==> config.mk <==
export PLATFORM = sky130hd
export DESIGN_NAME = pw_page_writer
export DESIGN_NICKNAME = d
export VERILOG_FILES = /design/src/rtl/pw_pkg.sv /design/src/rtl/pw_tick.sv /design/src/rtl/pw_bitphy.sv /design/src/rtl/pw_page_writer.sv
export SDC_FILE = /design/constraint.sdc
export NUM_CORES = 1
export LEC_CHECK = 0
export ABC_AREA = 1
export BUFFER_PORTS_ARGS = -buffer_cell sky130_fd_sc_hd__buf_4
export CAP_MARGIN = 30
export CORE_MARGIN = 1.5
export CORE_UTILIZATION = 45
export CTS_BUF_LIST = sky130_fd_sc_hd__clkbuf_2
export DETAILED_ROUTE_END_ITERATION = 7
export PLACE_DENSITY = 0.76
export SETUP_SLACK_MARGIN = 0.02
export SLEW_MARGIN = 20
export SYNTH_ARGS = -nofsm -noshare
export SYNTH_HDL_FRONTEND = slang
export SYNTH_SLANG_ARGS = --single-unit
==> constraint.sdc <==
create_clock -name clk -period 1.5 [get_ports clk]
set_input_delay 0.15 -clock clk [delete_from_list [all_inputs] [get_ports clk]]
set_output_delay 0.15 -clock clk [all_outputs]
set_load 0.02 [all_outputs]
==> src/rtl/pw_pkg.sv <==
package pw_pkg;

    typedef enum logic [1:0] {K_START, K_STOP, K_BYTE} cell_e;

    typedef enum logic [2:0] {S_IDLE, S_START, S_DEV, S_ADR, S_DAT, S_STOP} st_e;

    typedef struct packed {
        logic scl;
        logic oe;
    } line_t;

    // line levels for one quarter of a cell; d is the bit value (1 = release)
    function automatic line_t cell_line(cell_e k, logic [1:0] q, logic d);
        line_t r;
        case (k)
            K_START: r = '{scl: (q != 2'd0), oe: q[1]};
            K_STOP:  r = '{scl: (q != 2'd0), oe: ~q[1]};
            default: r = '{scl: (q == 2'd1) || (q == 2'd2), oe: ~d};
        endcase
        return r;
    endfunction

    // bit i of byte b in transmit order; position 8 is the acknowledge slot
    function automatic logic pick_bit(logic [7:0] b, logic [3:0] i, logic lsb);
        if (i == 4'd8) return 1'b1;
        return lsb ? b[i[2:0]] : b[3'd7 - i[2:0]];
    endfunction

endpackage

==> src/rtl/pw_tick.sv <==
module pw_tick #(
    parameter int DIV = 4
) (
    input  logic clk,
    input  logic rst,
    output logic tick
);
    localparam int CW = (DIV > 1) ? $clog2(DIV) : 1;

    logic [CW-1:0] cnt;

    always_ff @(posedge clk) begin
        if (rst) begin
            cnt  <= '0;
            tick <= 1'b0;
        end else if (cnt == CW'(DIV - 1)) begin
            cnt  <= '0;
            tick <= 1'b1;
        end else begin
            cnt  <= cnt + 1'b1;
            tick <= 1'b0;
        end
    end
endmodule

==> src/rtl/pw_bitphy.sv <==
module pw_bitphy
    import pw_pkg::*;
(
    input  logic       clk,
    input  logic       rst,
    input  logic       tick,
    input  logic       cmd_valid,
    input  cell_e      cmd_kind,
    input  logic [7:0] cmd_byte,
    input  logic       cmd_lsb,
    input  logic       sda_in,
    output logic       cmd_ready,
    output logic       cmd_done,
    output logic       ack,
    output logic       scl,
    output logic       sda_oe
);
    logic       running;
    cell_e      kind_q;
    logic [7:0] byte_q;
    logic       lsb_q;
    logic [1:0] q;
    logic [3:0] bidx;
    line_t      ln;

    assign cmd_ready = ~running;
    assign scl       = ln.scl;
    assign sda_oe    = ln.oe;

    always_ff @(posedge clk) begin
        if (rst) begin
            running  <= 1'b0;
            kind_q   <= K_STOP;
            byte_q   <= '0;
            lsb_q    <= 1'b0;
            q        <= '0;
            bidx     <= '0;
            ln       <= '{scl: 1'b1, oe: 1'b0};
            cmd_done <= 1'b0;
            ack      <= 1'b0;
        end else begin
            cmd_done <= 1'b0;
            if (!running && cmd_valid) begin
                running <= 1'b1;
                kind_q  <= cmd_kind;
                byte_q  <= cmd_byte;
                lsb_q   <= cmd_lsb;
                q       <= '0;
                bidx    <= '0;
                ln      <= cell_line(cmd_kind, 2'd0, pick_bit(cmd_byte, 4'd0, cmd_lsb));
            end else if (running && tick) begin
                if (q == 2'd3) begin
                    if (kind_q == K_BYTE && bidx != 4'd8) begin
                        bidx <= bidx + 4'd1;
                        q    <= '0;
                        ln   <= cell_line(K_BYTE, 2'd0, pick_bit(byte_q, bidx + 4'd1, lsb_q));
                    end else begin
                        running  <= 1'b0;
                        cmd_done <= 1'b1;
                    end
                end else begin
                    q  <= q + 2'd1;
                    ln <= cell_line(kind_q, q + 2'd1, pick_bit(byte_q, bidx, lsb_q));
                    if (kind_q == K_BYTE && bidx == 4'd8 && q == 2'd1)
                        ack <= ~sda_in;
                end
            end
        end
    end


    start_edge_chk: assert property (@(posedge clk) disable iff (rst)
        (scl && $past(scl) && $rose(sda_oe)) |-> kind_q == K_START);

    stop_edge_chk: assert property (@(posedge clk) disable iff (rst)
        (scl && $past(scl) && $fell(sda_oe)) |-> kind_q == K_STOP);
endmodule

==> src/rtl/pw_page_writer.sv <==
module pw_page_writer
    import pw_pkg::*;
#(
    parameter logic [6:0] DEV_ADDR   = 7'h50,
    parameter int         PAGE_BYTES = 128,
    parameter int         ADDR_BYTES = 3,
    parameter int         DIV        = 4,
    parameter int         POLL_MAX   = 4
) (
    input  logic                     clk,
    input  logic                     rst,
    input  logic                     go,
    input  logic [8*ADDR_BYTES-1:0]  page_addr,
    input  logic [$clog2(PAGE_BYTES)-1:0] len_m1,
    input  logic [7:0]               fifo_data,
    input  logic                     fifo_empty,
    output logic                     fifo_pop,
    input  logic                     sda_in,
    output logic                     scl,
    output logic                     sda_oe,
    output logic                     busy,
    output logic                     done,
    output logic                     err
);
    localparam int LEN_W = $clog2(PAGE_BYTES);
    localparam int AW    = 8 * ADDR_BYTES;
    localparam int AIW   = (ADDR_BYTES > 1) ? $clog2(ADDR_BYTES) : 1;
    localparam int TW    = $clog2(POLL_MAX + 1);

    st_e            st;
    logic           issued;
    logic [AW-1:0]  addr_q;
    logic [AW-1:0]  ashift;
    logic [LEN_W-1:0] len_q, cnt;
    logic [AIW-1:0] aidx;
    logic [TW-1:0]  tries;
    logic           err_pend;

    logic       tick, ph_ready, ph_done, ph_ack, cmd_valid, cmd_lsb;
    cell_e      cmd_kind;
    logic [7:0] cmd_byte;

    assign ashift = addr_q << (8 * aidx);
    assign busy   = (st != S_IDLE);

    always_comb begin
        case (st)
            S_START: cmd_kind = K_START;
            S_STOP:  cmd_kind = K_STOP;
            default: cmd_kind = K_BYTE;
        endcase
        case (st)
            S_DEV:   cmd_byte = {DEV_ADDR, 1'b0};
            S_ADR:   cmd_byte = ashift[AW-1 -: 8];
            default: cmd_byte = fifo_data;
        endcase
        cmd_lsb   = (st == S_DAT);
        cmd_valid = busy && !issued && ph_ready && (st != S_DAT || !fifo_empty);
        fifo_pop  = cmd_valid && (st == S_DAT);
    end

    pw_tick #(.DIV(DIV)) u_tick (.clk(clk), .rst(rst), .tick(tick));

    pw_bitphy u_phy (
        .clk(clk), .rst(rst), .tick(tick),
        .cmd_valid(cmd_valid), .cmd_kind(cmd_kind), .cmd_byte(cmd_byte),
        .cmd_lsb(cmd_lsb), .sda_in(sda_in),
        .cmd_ready(ph_ready), .cmd_done(ph_done), .ack(ph_ack),
        .scl(scl), .sda_oe(sda_oe)
    );

    always_ff @(posedge clk) begin
        if (rst) begin
            st       <= S_IDLE;
            issued   <= 1'b0;
            addr_q   <= '0;
            len_q    <= '0;
            cnt      <= '0;
            aidx     <= '0;
            tries    <= '0;
            err_pend <= 1'b0;
            done     <= 1'b0;
            err      <= 1'b0;
        end else begin
            done <= 1'b0;
            if (st == S_IDLE) begin
                if (go) begin
                    addr_q   <= page_addr;
                    len_q    <= len_m1;
                    cnt      <= '0;
                    aidx     <= '0;
                    tries    <= '0;
                    err_pend <= 1'b0;
                    err      <= 1'b0;
                    issued   <= 1'b0;
                    st       <= S_START;
                end
            end else if (cmd_valid) begin
                issued <= 1'b1;
            end else if (ph_done) begin
                issued <= 1'b0;
                case (st)
                    S_START: st <= S_DEV;
                    S_DEV: begin
                        if (ph_ack) begin
                            st <= S_ADR;
                        end else if (tries == TW'(POLL_MAX - 1)) begin
                            err_pend <= 1'b1;
                            st       <= S_STOP;
                        end else begin
                            tries <= tries + 1'b1;
                            st    <= S_START;
                        end
                    end
                    S_ADR: begin
                        if (!ph_ack) begin
                            err_pend <= 1'b1;
                            st       <= S_STOP;
                        end else if (aidx == AIW'(ADDR_BYTES - 1)) begin
                            st <= S_DAT;
                        end else begin
                            aidx <= aidx + 1'b1;
                        end
                    end
                    S_DAT: begin
                        if (!ph_ack) begin
                            err_pend <= 1'b1;
                            st       <= S_STOP;
                        end else if (cnt == len_q) begin
                            st <= S_STOP;
                        end else begin
                            cnt <= cnt + 1'b1;
                        end
                    end
                    default: begin
                        st   <= S_IDLE;
                        done <= 1'b1;
                        err  <= err_pend;
                    end
                endcase
            end
        end
    end


    go_accept_chk: assert property (@(posedge clk) disable iff (rst)
        (go && !busy) |=> (busy && st == S_START));

    done_end_chk: assert property (@(posedge clk) disable iff (rst)
        done |-> (!busy && $past(st) == S_STOP));

    poll_limit_chk: assert property (@(posedge clk) disable iff (rst)
        busy |-> tries < TW'(POLL_MAX));

    nack_stop_chk: assert property (@(posedge clk) disable iff (rst)
        (ph_done && !ph_ack && (st == S_ADR || st == S_DAT)) |=> (st == S_STOP && err_pend));
endmodule

==> results of run 1 <==
logic make-up (layout without fill, tap and decap cells):
logic type,after synthesis,count (layout),synth area share
simple gates,251,251,0.287
compound gates,133,133,0.178
buf+inv,90,252,0.0974
flops,75,75,0.386
xor+xnor,10,10,0.0225
fa+ha+maj,9,9,0.0289
state kept, by name, indices dropped and copies added (netlist names), 3 cells and up:
| signal | count |
|---|---|
| len_q | 7 |
| addr_q | 24 |
| st | 3 |
| u_phy.byte_q | 8 |
| u_phy.bidx | 4 |
| tries | 3 |
| cnt | 7 |
power by group:
group          internal [W]  switching (W)  leakage [nW]  total (W)
combinational       0.00362        0.00474          1.98    0.00836
clock              0.000377       0.000751        0.0654    0.00113
sequential          0.00253       0.000391         0.620    0.00292
total               0.00652        0.00588          2.67     0.0124
critical path: stages (launching register included):
cell and delay (ns):
dfxtp_4 0.41, buf_6 0.12, buf_6 0.11, nor2_4 0.16, buf_4 0.14, buf_6 0.10, nand2_4 0.04, nand2_4 0.08
inv_4 0.06, nand2_4 0.10, nor2_4 0.05, nand2_4 0.09, inv_2 0.05, nor2_1 0.15, nor2_1 0.10
area by class of cell:
| class | count | area share |
|---|---|---|
| Clock buffer | 10 | 0.00787 |
| Clock inverter | 5 | 0.00865 |
| Inverter | 69 | 0.0466 |
| Multi-Input combinational cell | 403 | 0.430 |
| Sequential cell | 75 | 0.239 |
| Tap cell | 105 | 0.0207 |
| Timing Repair Buffer | 164 | 0.239 |
| Timing Repair inverter | 4 | 0.00885 |
synth_stat cells, drive strengths merged, types with 2 or more instances:
cell	n
nand2	104
nor2	88
dfxtp	75
inv	68
o21ai	66
a21oi	56
nand3	45
buf	12
clkbuf	9
ha	9
xnor2	7
nor3	6
o22ai	5
nand4	3
xor2	3
nor4	2
or2	2
through the flow:
| step | cells | cell area, um2 | setup TNS, ns | hold slack (ns) | setup slack (ns) |
|---|---|---|---|---|---|
| 4_1_cts | 821 | 5680 | -4.90 | 0.0111 | -0.222 |
| 5_1_grt | 835 | 6360 | -14.86 | 0.0689 | -0.485 |
| 2_1_floorplan | 568 | 3920 | 0 | 0.259 | 0.0180 |
| 3_5_place_dp | 737 | 4590 | -0.0584 | 0.368 | -0.0391 |
| 3_3_place_gp | 737 | 4590 | 0 | 0.370 | 0.0185 |
| 6_report | 835 | 6360 | -10.77 | 0.0951 | -0.393 |
layer usage:
layer  track usage  part of all wire  vias to the layer above
li1              -                 -                     2176
met1         0.336              0.35                     2308
met2         0.555              0.51                      276
met3        0.0624             0.069                      104
met4         0.173             0.070                        0
met5             0                 0                        -
worst paths after layout:
check	startpoint	endpoint	slack [ns]	depth (start not counted)
setup / recovery	st[2]$_SDFFE_PP0P_	st[1]$_SDFFE_PP0P_	-0.39	14
hold / removal	fifo_data[7]	u_phy.byte_q[7]$_SDFFE_PP0P_	0.1	4
setup reg to reg	st[2]$_SDFFE_PP0P_	st[1]$_SDFFE_PP0P_	-0.39	14
hold reg to reg	u_tick.cnt[0]$_SDFF_PP0_	u_tick.cnt[0]$_SDFF_PP0_	0.44	1
timing repair:
item / in CTS / in global routing
pin swaps: 12 / 44
resized for setup: 100 / 177
setup endpoints to repair: 22 / 71
setup buffers: 24 / 20
gates cloned: 5 / 2
hold buffers: 40 / 0
endpoints found under the hold margin: 51 / 0
==> results.py, run 1 <==
metrics = {
    "worst_setup_path": {
        "path_max_fanout": 4,
        "crit_required_ns": 1.90,
        "worst_setup_path_end_kind": "flop",
        "path_class": "flop to flop",
        "cp.arrival_ns": 2.29,
        "start_kind": "flop",
    },
    "die": {
        "boundaryPins": 50,
        "die_h_um": 96.0,
        "die_w_um": 96.0,
        "placementRows": 33,
        "start_util": 0.469,
        "core_region_area_um2": 8300,
        "die-area_um2": 9210,
    },
    "clocking": {
        "cts_root_buffer": "clkbuf_2",
        "cts_tree": "done",
        "clk_pin_slew_ns": 0.24,
        "clk_path_buf_depth": 2,
        "cts.sink_count": 75,
        "numCtsBuffers": 9,
        "cts-htree-levels": 3,
        "insertion_delay_ns": 0.55,
    },
    "finish": {
        "regArea_um2": 1520,
        "nets": 779,
        "post-route-util": 0.766,
        "n_antenna_cell": 0,
        "final_cell_mix": "buf_4 (92), nand2_1 (87), dfxtp_1 (67)",
        "layout-drive-gt1-share": 0.416,
        "area_growth_pct": 63.5,
        "layout_commonest_cell": "buf_4",
        "multi_input_area_um2": 2730,
        "fill_cells": 490,
    },
    "global_route": {
        "grt_pass1_vias": 4483,
        "grt_max_degree": 34,
        "grt_pass1_wl_um": 21300,
        "antenna_found_initial": 0,
        "grt_util_all_layers": 0.309,
        "globalRouteOverflowTotal": 0,
    },
    "min_path": {
        "min_path_type": "input pin to flop",
    },
    "detailed_routing": {
        "routedWlPerCell_um": 19.4,
        "drc": 0,
        "drt-initial-drc-count": 396,
        "drt-pass1-iter-count": 7,
        "drt_wl_total_um": 16200,
        "via_per_inst": 5.83,
        "drt.antenna.violating_nets": 0,
        "vias": 4864,
    },
    "placed_design": {
        "io_buffers": 49,
        "routabilityCongestion": 0.914,
        "dp_hpwl_um": 7530,
    },
    "sta": {
        "fmax_mhz": 528,
        "slew-limit-headroom": 0.619,
        "tightest_slew_ns": 0.571,
        "setup_violations": 70,
        "rsz0062_at_grt": "yes",
        "skew_ns": 0.0531,
        "slew_viol_final": 0,
        "worst_slack_ns": -0.393,
        "finalHoldViolCount": 0,
        "min_period_over_period": 1.26,
        "period_minus_slack_ns": 1.89,
    },
    "logic_synthesis": {
        "ys_seq_area_frac": 0.386,
        "synth-edff-count": 0,
        "synth.net_count": 621,
        "ys_types": 39,
        "synth_top_cell_area_share": 0.386,
        "synthTopCellsByArea": "dfxtp_1 (39%), nand2_1 (9.5%), nor2_1 (7.9%)",
        "synth_area_per_cell_um2": 6.85,
        "syn-cell-area_um2": 3890,
        "async_flop_share": 0,
        "synth-main-ff-cell": "dfxtp_1",
        "synthCells": 568,
        "yosysTopAreaCell": "dfxtp_1",
        "yosys_register_bits": 75,
        "ys_warn_count": 0,
    },
    "status": {
        "run_status": "finished with violations",
        "failed_checks": "setup timing",
    },
    "power_and_ir_drop": {
        "leakage_nw": 2.67,
        "worst_ir_drop_vdd_mv": 1.07,
        "fin_total_pwr_w": 0.0124,
        "power_density_nw_per_um2": 1950,
    },
    "run": {
        "max_cap_violations": 0,
    },
}
Note: power is estimated with default switching activity, not from simulation.
==> inputs of run 2 (changes only) <==
--- a/config.mk
+++ b/config.mk
@@ -12,7 +12,7 @@
 export CORE_UTILIZATION = 45
 export CTS_BUF_LIST = sky130_fd_sc_hd__clkbuf_2
 export DETAILED_ROUTE_END_ITERATION = 7
-export PLACE_DENSITY = 0.76
+export PLACE_DENSITY_LB_ADDON = 0.05
 export SETUP_SLACK_MARGIN = 0.02
 export SLEW_MARGIN = 20
 export SYNTH_ARGS = -nofsm -noshare
==> run 2 against run 1 <==
  * The run still ends with setup timing left
  * Clock skew down 0.0069 ns
  * Wire length down 29%
  * Sequential cell count unchanged
  * Worst setup slack better by 0.11 ns
  * Total power down 17%
  * Largest power group unchanged
  * Cell count down 0.72%
  * Non-clock buffer count down 8
  * Global-route usage down 6.2 points
  * Critical path type is now flop to output port
==> results.py, run 2 (synthesized netlist as in run 1, its figures left out) <==
metrics = {
    "power_and_ir_drop": {
        "worst_ir_drop_vdd_mv": 1.80,
        "fin_total_pwr_w": 0.0103,
        "leakage_nw": 2.57,
        "power_density_nw_per_um2": 1770,
    },
    "run": {
        "max_cap_violations": 0,
    },
    "detailed_routing": {
        "drt-initial-drc-count": 136,
        "drt.antenna.violating_nets": 0,
        "via_per_inst": 5.10,
        "drt_wl_total_um": 11500,
        "routedWlPerCell_um": 13.9,
        "drc": 0,
        "drt-pass1-iter-count": 4,
        "vias": 4228,
    },
    "worst_setup_path": {
        "cp.arrival_ns": 1.64,
        "r2r-end": "st[2]$_SDFFE_PP0P_",
        "start_kind": "flop",
        "rr_worst_depth": 14,
        "path_cells": "nor2_4 > inv_4 > buf_6 > nor2_4 > inv_2 > nor2_4 > buf_6",
        "critPathMostFrequentCell": "nor2_4",
        "crit_path_top_delay_cell": "dfxtp_2",
        "rrSetupSlack_ns": -0.28,
        "path_class": "flop to output port",
        "worst_setup_path_end_kind": "output port",
        "path_max_fanout": 3,
        "crit_cells": 7,
        "cp_num_buf_inv": 4,
        "cp_top_family": "flip-flops",
        "crit_required_ns": 1.35,
        "rr_startpoint": "st[0]$_SDFFE_PP0P_",
        "slowest_delay_ns": 0.39,
    },
    "die": {
        "start_util": 0.469,
        "core_region_area_um2": 8300,
        "die_w_um": 96.0,
        "placementRows": 33,
        "boundaryPins": 50,
        "die-area_um2": 9210,
        "die_h_um": 96.0,
    },
    "clocking": {
        "numCtsBuffers": 9,
        "cts-htree-levels": 3,
        "cts.sink_count": 75,
        "cts_tree": "done",
        "clk_path_buf_depth": 2,
        "clk_pin_slew_ns": 0.23,
        "cts_root_buffer": "clkbuf_2",
        "insertion_delay_ns": 0.54,
    },
    "finish": {
        "post-route-util": 0.700,
        "nets": 772,
        "layout-drive-gt1-share": 0.305,
        "top_register": "addr_q",
        "top_regs": "addr_q: 24 flops, u_phy.byte_q: 8 flops",
        "area_growth_pct": 49.2,
        "final_cell_mix": "buf_4 (99), nand2_1 (95), dfxtp_1 (69)",
        "n_antenna_cell": 0,
        "fill_cells": 684,
        "layout_commonest_cell": "buf_4",
        "largest_reg_flops": 24,
    },
    "sta": {
        "slew_viol_final": 0,
        "finalHoldViolCount": 0,
        "min_period_over_period": 1.19,
        "tightest_slew_ns": 0.332,
        "rsz0062_at_grt": "yes",
        "slew-limit-headroom": 0.778,
        "setup_violations": 62,
        "period_minus_slack_ns": 1.79,
        "worst_slack_ns": -0.287,
        "fmax_mhz": 560,
        "skew_ns": 0.0462,
    },
    "global_route": {
        "antenna_found_initial": 0,
        "grt_util_all_layers": 0.247,
        "grt_pass1_vias": 3906,
        "grt_pass1_wl_um": 17600,
        "grt_max_degree": 49,
        "globalRouteOverflowTotal": 0,
    },
    "placed_design": {
        "routabilityCongestion": 0.918,
        "dp_hpwl_um": 7160,
        "io_buffers": 49,
    },
    "status": {
        "failed_checks": "setup timing",
        "run_status": "finished with violations",
    },
    "min_path": {
        "min_from": "fifo_empty",
        "worstHoldPathCells": 7,
        "hold_path_end": "u_phy.lsb_q$_SDFFE_PP0P_",
        "min_path_type": "input pin to flop",
    },
}
## run 2: cell count changes in the layout (fill, tap and decap cells not counted), moves of 13 or more
cell | before | now
a21oi_1 | 32 | 45
o21ai_0 | 23 | 37
o21ai_2 | 33 | 10
a21oi_2 | 24 | 10
o21ai_1 | 2 | 18
nor2_1 | 53 | 68
nor2_4 | 22 | 8
## run 2: worst max-delay path by stage
stage                                          start                        end  slack, ns
after global routing              st[0]$_SDFFE_PP0P_         st[2]$_SDFFE_PP0P_      -0.41
final                             st[0]$_SDFFE_PP0P_                   fifo_pop      -0.29
after floorplan                   st[1]$_SDFFE_PP0P_    addr_q[10]$_SDFFE_PP0P_       0.02
after detailed placement  u_phy.bidx[0]$_SDFFE_PP0P_  u_phy.sda_oe$_SDFFE_PP0P_      -0.06
after CTS                         st[1]$_SDFFE_PP0P_                   fifo_pop      -0.30
after global placement         tries[0]$_SDFFE_PP0P_      tries[2]$_SDFFE_PP0P_     -0.006
## run 2: report_power, final
| group | leakage (nW) | total, W | switching (W) | internal (W) |
|---|---|---|---|---|
| clock network | 0.0845 | 0.00136 | 0.000794 | 0.000565 |
| registers | 0.618 | 0.00281 | 0.000286 | 0.00252 |
| logic | 1.86 | 0.00610 | 0.00341 | 0.00269 |
## run 2: area by class of cell
cell class,instances,area [um2],share of cell area
multi-input cells,403,2290,0.394
flip-flops and latches,75,1510,0.260
repair buffers,156,1400,0.240
inverters,69,288,0.0496
well taps,105,131,0.0226
clock inverters,7,98.8,0.0170
repair inverters,5,51.3,0.00883
clock buffers,9,45.0,0.00776
## run 2: repair_timing
item,4_1_cts,5_1_grt
pin swaps,11,8
hold buffers,41,0
resized for setup,46,79
setup endpoints to repair,29,52
gates cloned,0,6
buffers inserted,10,10
hold endpoints to repair,46,0
## run 2: worst min-delay path, stage by stage
cell and delay, ns:
buf_4 0.09, o21ai_2 0.06, nand2_2 0.07, buf_8 0.11
nor2_4 0.04, nand2_1 0.04, o21ai_1 0.05
## run 2: layer usage
metal,track usage,up-vias,wire (um)
met5,0,-,0
met4,0.0956,0,173
met3,0.0363,21,504
met2,0.413,100,5470
met1,0.319,1948,5360
li1,-,2159,-
## run 2: per-stage QoR
step	instance area, um2	hold slack, ns	cells	worst slack [ns]	setup TNS, ns
after CTS	5430	0.115	813	-0.298	-2.01
after global placement	4670	0.351	746	-0.00570	-0.00570
final	5810	0.145	829	-0.287	-6.63
after detailed placement	4670	0.357	746	-0.0564	-0.142
after floorplan	3920	0.259	568	0.0180	0
after global routing	5810	0.132	829	-0.409	-11.72
==> inputs of run 3 (changes only) <==
--- a/config.mk
+++ b/config.mk
@@ -5,7 +5,6 @@
 export SDC_FILE = /design/constraint.sdc
 export NUM_CORES = 1
 export LEC_CHECK = 0
-export ABC_AREA = 1
 export BUFFER_PORTS_ARGS = -buffer_cell sky130_fd_sc_hd__buf_4
 export CAP_MARGIN = 30
 export CORE_MARGIN = 1.5
==> run 3 against run 2 <==
  * The flow still finishes with violations (setup timing)
  * Synthesized cell count is 22% lower
  * Register-to-register slack got worse by 0.35 ns
  * Combinational power shrank 53%
  * Design area is 13% higher
  * Critical path depth is the same
  * Largest cell class unchanged
  * Largest power group unchanged
==> results.py, run 3 <==
metrics = {
    "clocking": {
        "clk_pin_slew_ns": 0.25,
        "cts_root_buffer": "clkbuf_2",
        "insertion_delay_ns": 0.53,
        "clk_path_buf_depth": 2,
        "cts_tree": "done",
        "cts.sink_count": 75,
        "numCtsBuffers": 9,
        "cts-htree-levels": 3,
    },
    "finish": {
        "layout-drive-gt1-share": 0.526,
        "largest_reg_flops": 24,
        "fill_cells": 454,
        "instances_no_fill": 740,
        "area_growth_pct": 76.1,
        "multi_input_area_um2": 2850,
        "nets": 683,
        "final_cell_mix": "buf_4 (126), dfxtp_1 (61), nand2_1 (55)",
        "layout_commonest_cell": "buf_4",
        "top_regs": "addr_q: 24 flops, u_phy.byte_q: 8 flops",
        "regArea_um2": 1530,
        "top_register": "addr_q",
        "n_antenna_cell": 0,
    },
    "logic_synthesis": {
        "synthCells": 445,
        "syn-cell-area_um2": 3740,
        "ys_types": 47,
        "yosysTopAreaCell": "dfxtp_1",
        "netlist_top_cells_count": "nand2_1 (87), dfxtp_1 (75), a21oi_1 (51), nor2_1 (29), clkbuf_1 (23)",
        "synth_area_per_cell_um2": 8.40,
        "synth-edff-count": 0,
        "yosys_register_bits": 75,
        "async_flop_share": 0,
        "synth-main-ff-cell": "dfxtp_1",
        "ys_warn_count": 0,
        "synth_top_cell_area_share": 0.402,
        "ys_seq_area_frac": 0.402,
        "synth.most_common_cell": "nand2_1",
        "synthTopCellsByArea": "dfxtp_1 (40%), nand2_1 (8.7%), a21oi_1 (6.8%)",
        "synth.net_count": 498,
    },
    "worst_setup_path": {
        "worst_setup_path_end_kind": "flop",
        "worstSetupStartpoint": "u_phy.bidx[0]$_SDFFE_PP0P_",
        "start_kind": "flop",
        "path_cells": "inv_4 > ha_4 > mux4_2 > mux2_4 > a2111oi_4 > nor4_2 > a2111oi_2",
        "r2r-end": "u_phy.sda_oe$_SDFFE_PP0P_",
        "rrSetupSlack_ns": -0.63,
        "crit_required_ns": 1.95,
        "rr_startpoint": "u_phy.bidx[0]$_SDFFE_PP0P_",
        "crit_path_top_delay_cell": "mux4_2",
        "slowest_delay_ns": 0.48,
        "cp.arrival_ns": 2.58,
        "endpoint": "u_phy.sda_oe$_SDFFE_PP0P_",
        "path_class": "flop to flop",
        "path_max_fanout": 2,
        "rr_worst_depth": 7,
    },
    "detailed_routing": {
        "drc": 0,
        "vias": 4000,
        "routedWlPerCell_um": 16.4,
        "via_per_inst": 5.41,
        "drt.antenna.violating_nets": 0,
        "drt_wl_total_um": 12100,
        "drt-pass1-iter-count": 5,
        "drt-initial-drc-count": 117,
    },
    "placed_design": {
        "pre_cts_ws_ns": -0.597,
        "io_buffers": 49,
        "dp_hpwl_um": 6780,
        "placedCellCount": 651,
        "routabilityCongestion": 0.818,
    },
    "global_route": {
        "globalRouteOverflowTotal": 0,
        "antenna_found_initial": 0,
        "grt_pass1_wl_um": 18100,
        "grt_util_all_layers": 0.262,
        "grt_pass1_vias": 3902,
        "grt_max_degree": 44,
    },
    "status": {
        "failed_checks": "setup timing",
        "run_status": "finished with violations",
    },
    "sta": {
        "worst_slack_ns": -0.627,
        "tightest_slew_ns": 0.450,
        "fmax_mhz": 470,
        "finalHoldViolCount": 0,
        "min_period_over_period": 1.42,
        "setup_violations": 71,
        "period_minus_slack_ns": 2.13,
        "rsz0062_at_grt": "yes",
        "slew-limit-headroom": 0.697,
        "skew_ns": 0.0287,
        "slew_viol_final": 0,
    },
    "die": {
        "die-area_um2": 8860,
        "die_w_um": 94.1,
        "die_h_um": 94.1,
        "core_region_area_um2": 8130,
        "start_util": 0.459,
        "placementRows": 33,
        "boundaryPins": 50,
    },
    "power_and_ir_drop": {
        "leakage_nw": 2.65,
        "power_density_nw_per_um2": 994,
        "worst_ir_drop_vdd_mv": 0.569,
    },
    "min_path": {
        "min_path_type": "input pin to flop",
    },
    "run": {
        "max_cap_violations": 0,
    },
}
==> run 3: layout make-up <==
cell class | count | share of cell area
Inverter | 15 | 0.0101
Multi-Input combinational cell | 326 | 0.434
Timing Repair Buffer | 203 | 0.285
Clock buffer | 9 | 0.00685
Sequential cell | 75 | 0.232
Tap cell | 105 | 0.0200
Clock inverter | 7 | 0.0122
==> run 3: logic make-up after synthesis <==
| kind of cell | Yosys count | synth area share |
|---|---|---|
| compound gates | 98 | 0.172 |
| xor+xnor | 19 | 0.0445 |
| fa+ha+maj | 9 | 0.0301 |
| buf+inv | 44 | 0.0479 |
| flops | 75 | 0.402 |
| mux | 21 | 0.0894 |
| simple gates | 179 | 0.214 |
==> run 3: critical path: cells and delay by family (launching register included) <==
kind	cells	cell delay, ns
and+or+nand+nor	1	0.07
muxes	2	0.77
AOI/OAI and AO/OA	2	0.51
buffers and inverters	1	0.04
DFF	1	0.41
adders and majority gates	1	0.26
==> run 3: worst min-delay path by stage <==
stage                      start                     end  cells past startpoint
after floorplan           sda_in  u_phy.ack$_SDFFE_PP0P_                      1
after global placement    sda_in  u_phy.ack$_SDFFE_PP0P_                      2
after detailed placement  sda_in  u_phy.ack$_SDFFE_PP0P_                      2
after CTS                     go   err_pend$_SDFFE_PP0P_                      4
after global routing          go   err_pend$_SDFFE_PP0P_                      4
final                         go   err_pend$_SDFFE_PP0P_                      4
==> run 3: metrics by stage <==
stage          total power [W]  TNS (ns)  cell area (um2)   util  hold slack, ns
6_report               0.00654    -12.33             6580  0.809           0.152
5_1_grt                0.00686    -16.28             6580  0.809           0.130
2_1_floorplan          0.00341     -1.76             3920      -           0.246
3_5_place_dp           0.00417     -5.83             4890  0.602           0.342
4_1_cts                0.00601    -11.74             6050  0.744          0.0972
3_3_place_gp           0.00413     -3.86             4890  0.602           0.333
==> run 3: report_power, final <==
| part | total, W | internal, W | switching, W |
|---|---|---|---|
| clock network | 0.00124 | 0.000409 | 0.000831 |
| logic | 0.00288 | 0.00152 | 0.00136 |
| registers | 0.00242 | 0.00223 | 0.000199 |
| total | 0.00654 | 0.00415 | 0.00239 |
==> run 3: per-layer routing <==
layer	GRT usage	up-vias	share of wire	routed length, um
li1	-	1930	-	-
met2	0.475	94	0.53	6480
met5	0	-	0	0
met4	0.0721	0	0.024	295
met3	0.0356	29	0.036	441
met1	0.322	1947	0.41	4920
==> run 3: repair_timing <==
action,4_1_cts,5_1_grt
pin swaps,40,65
resized for setup,99,110
endpoints found under the hold margin,51,0
setup endpoints to repair,67,72
buffers inserted,23,14
cloned,3,2
hold buffers,40,0
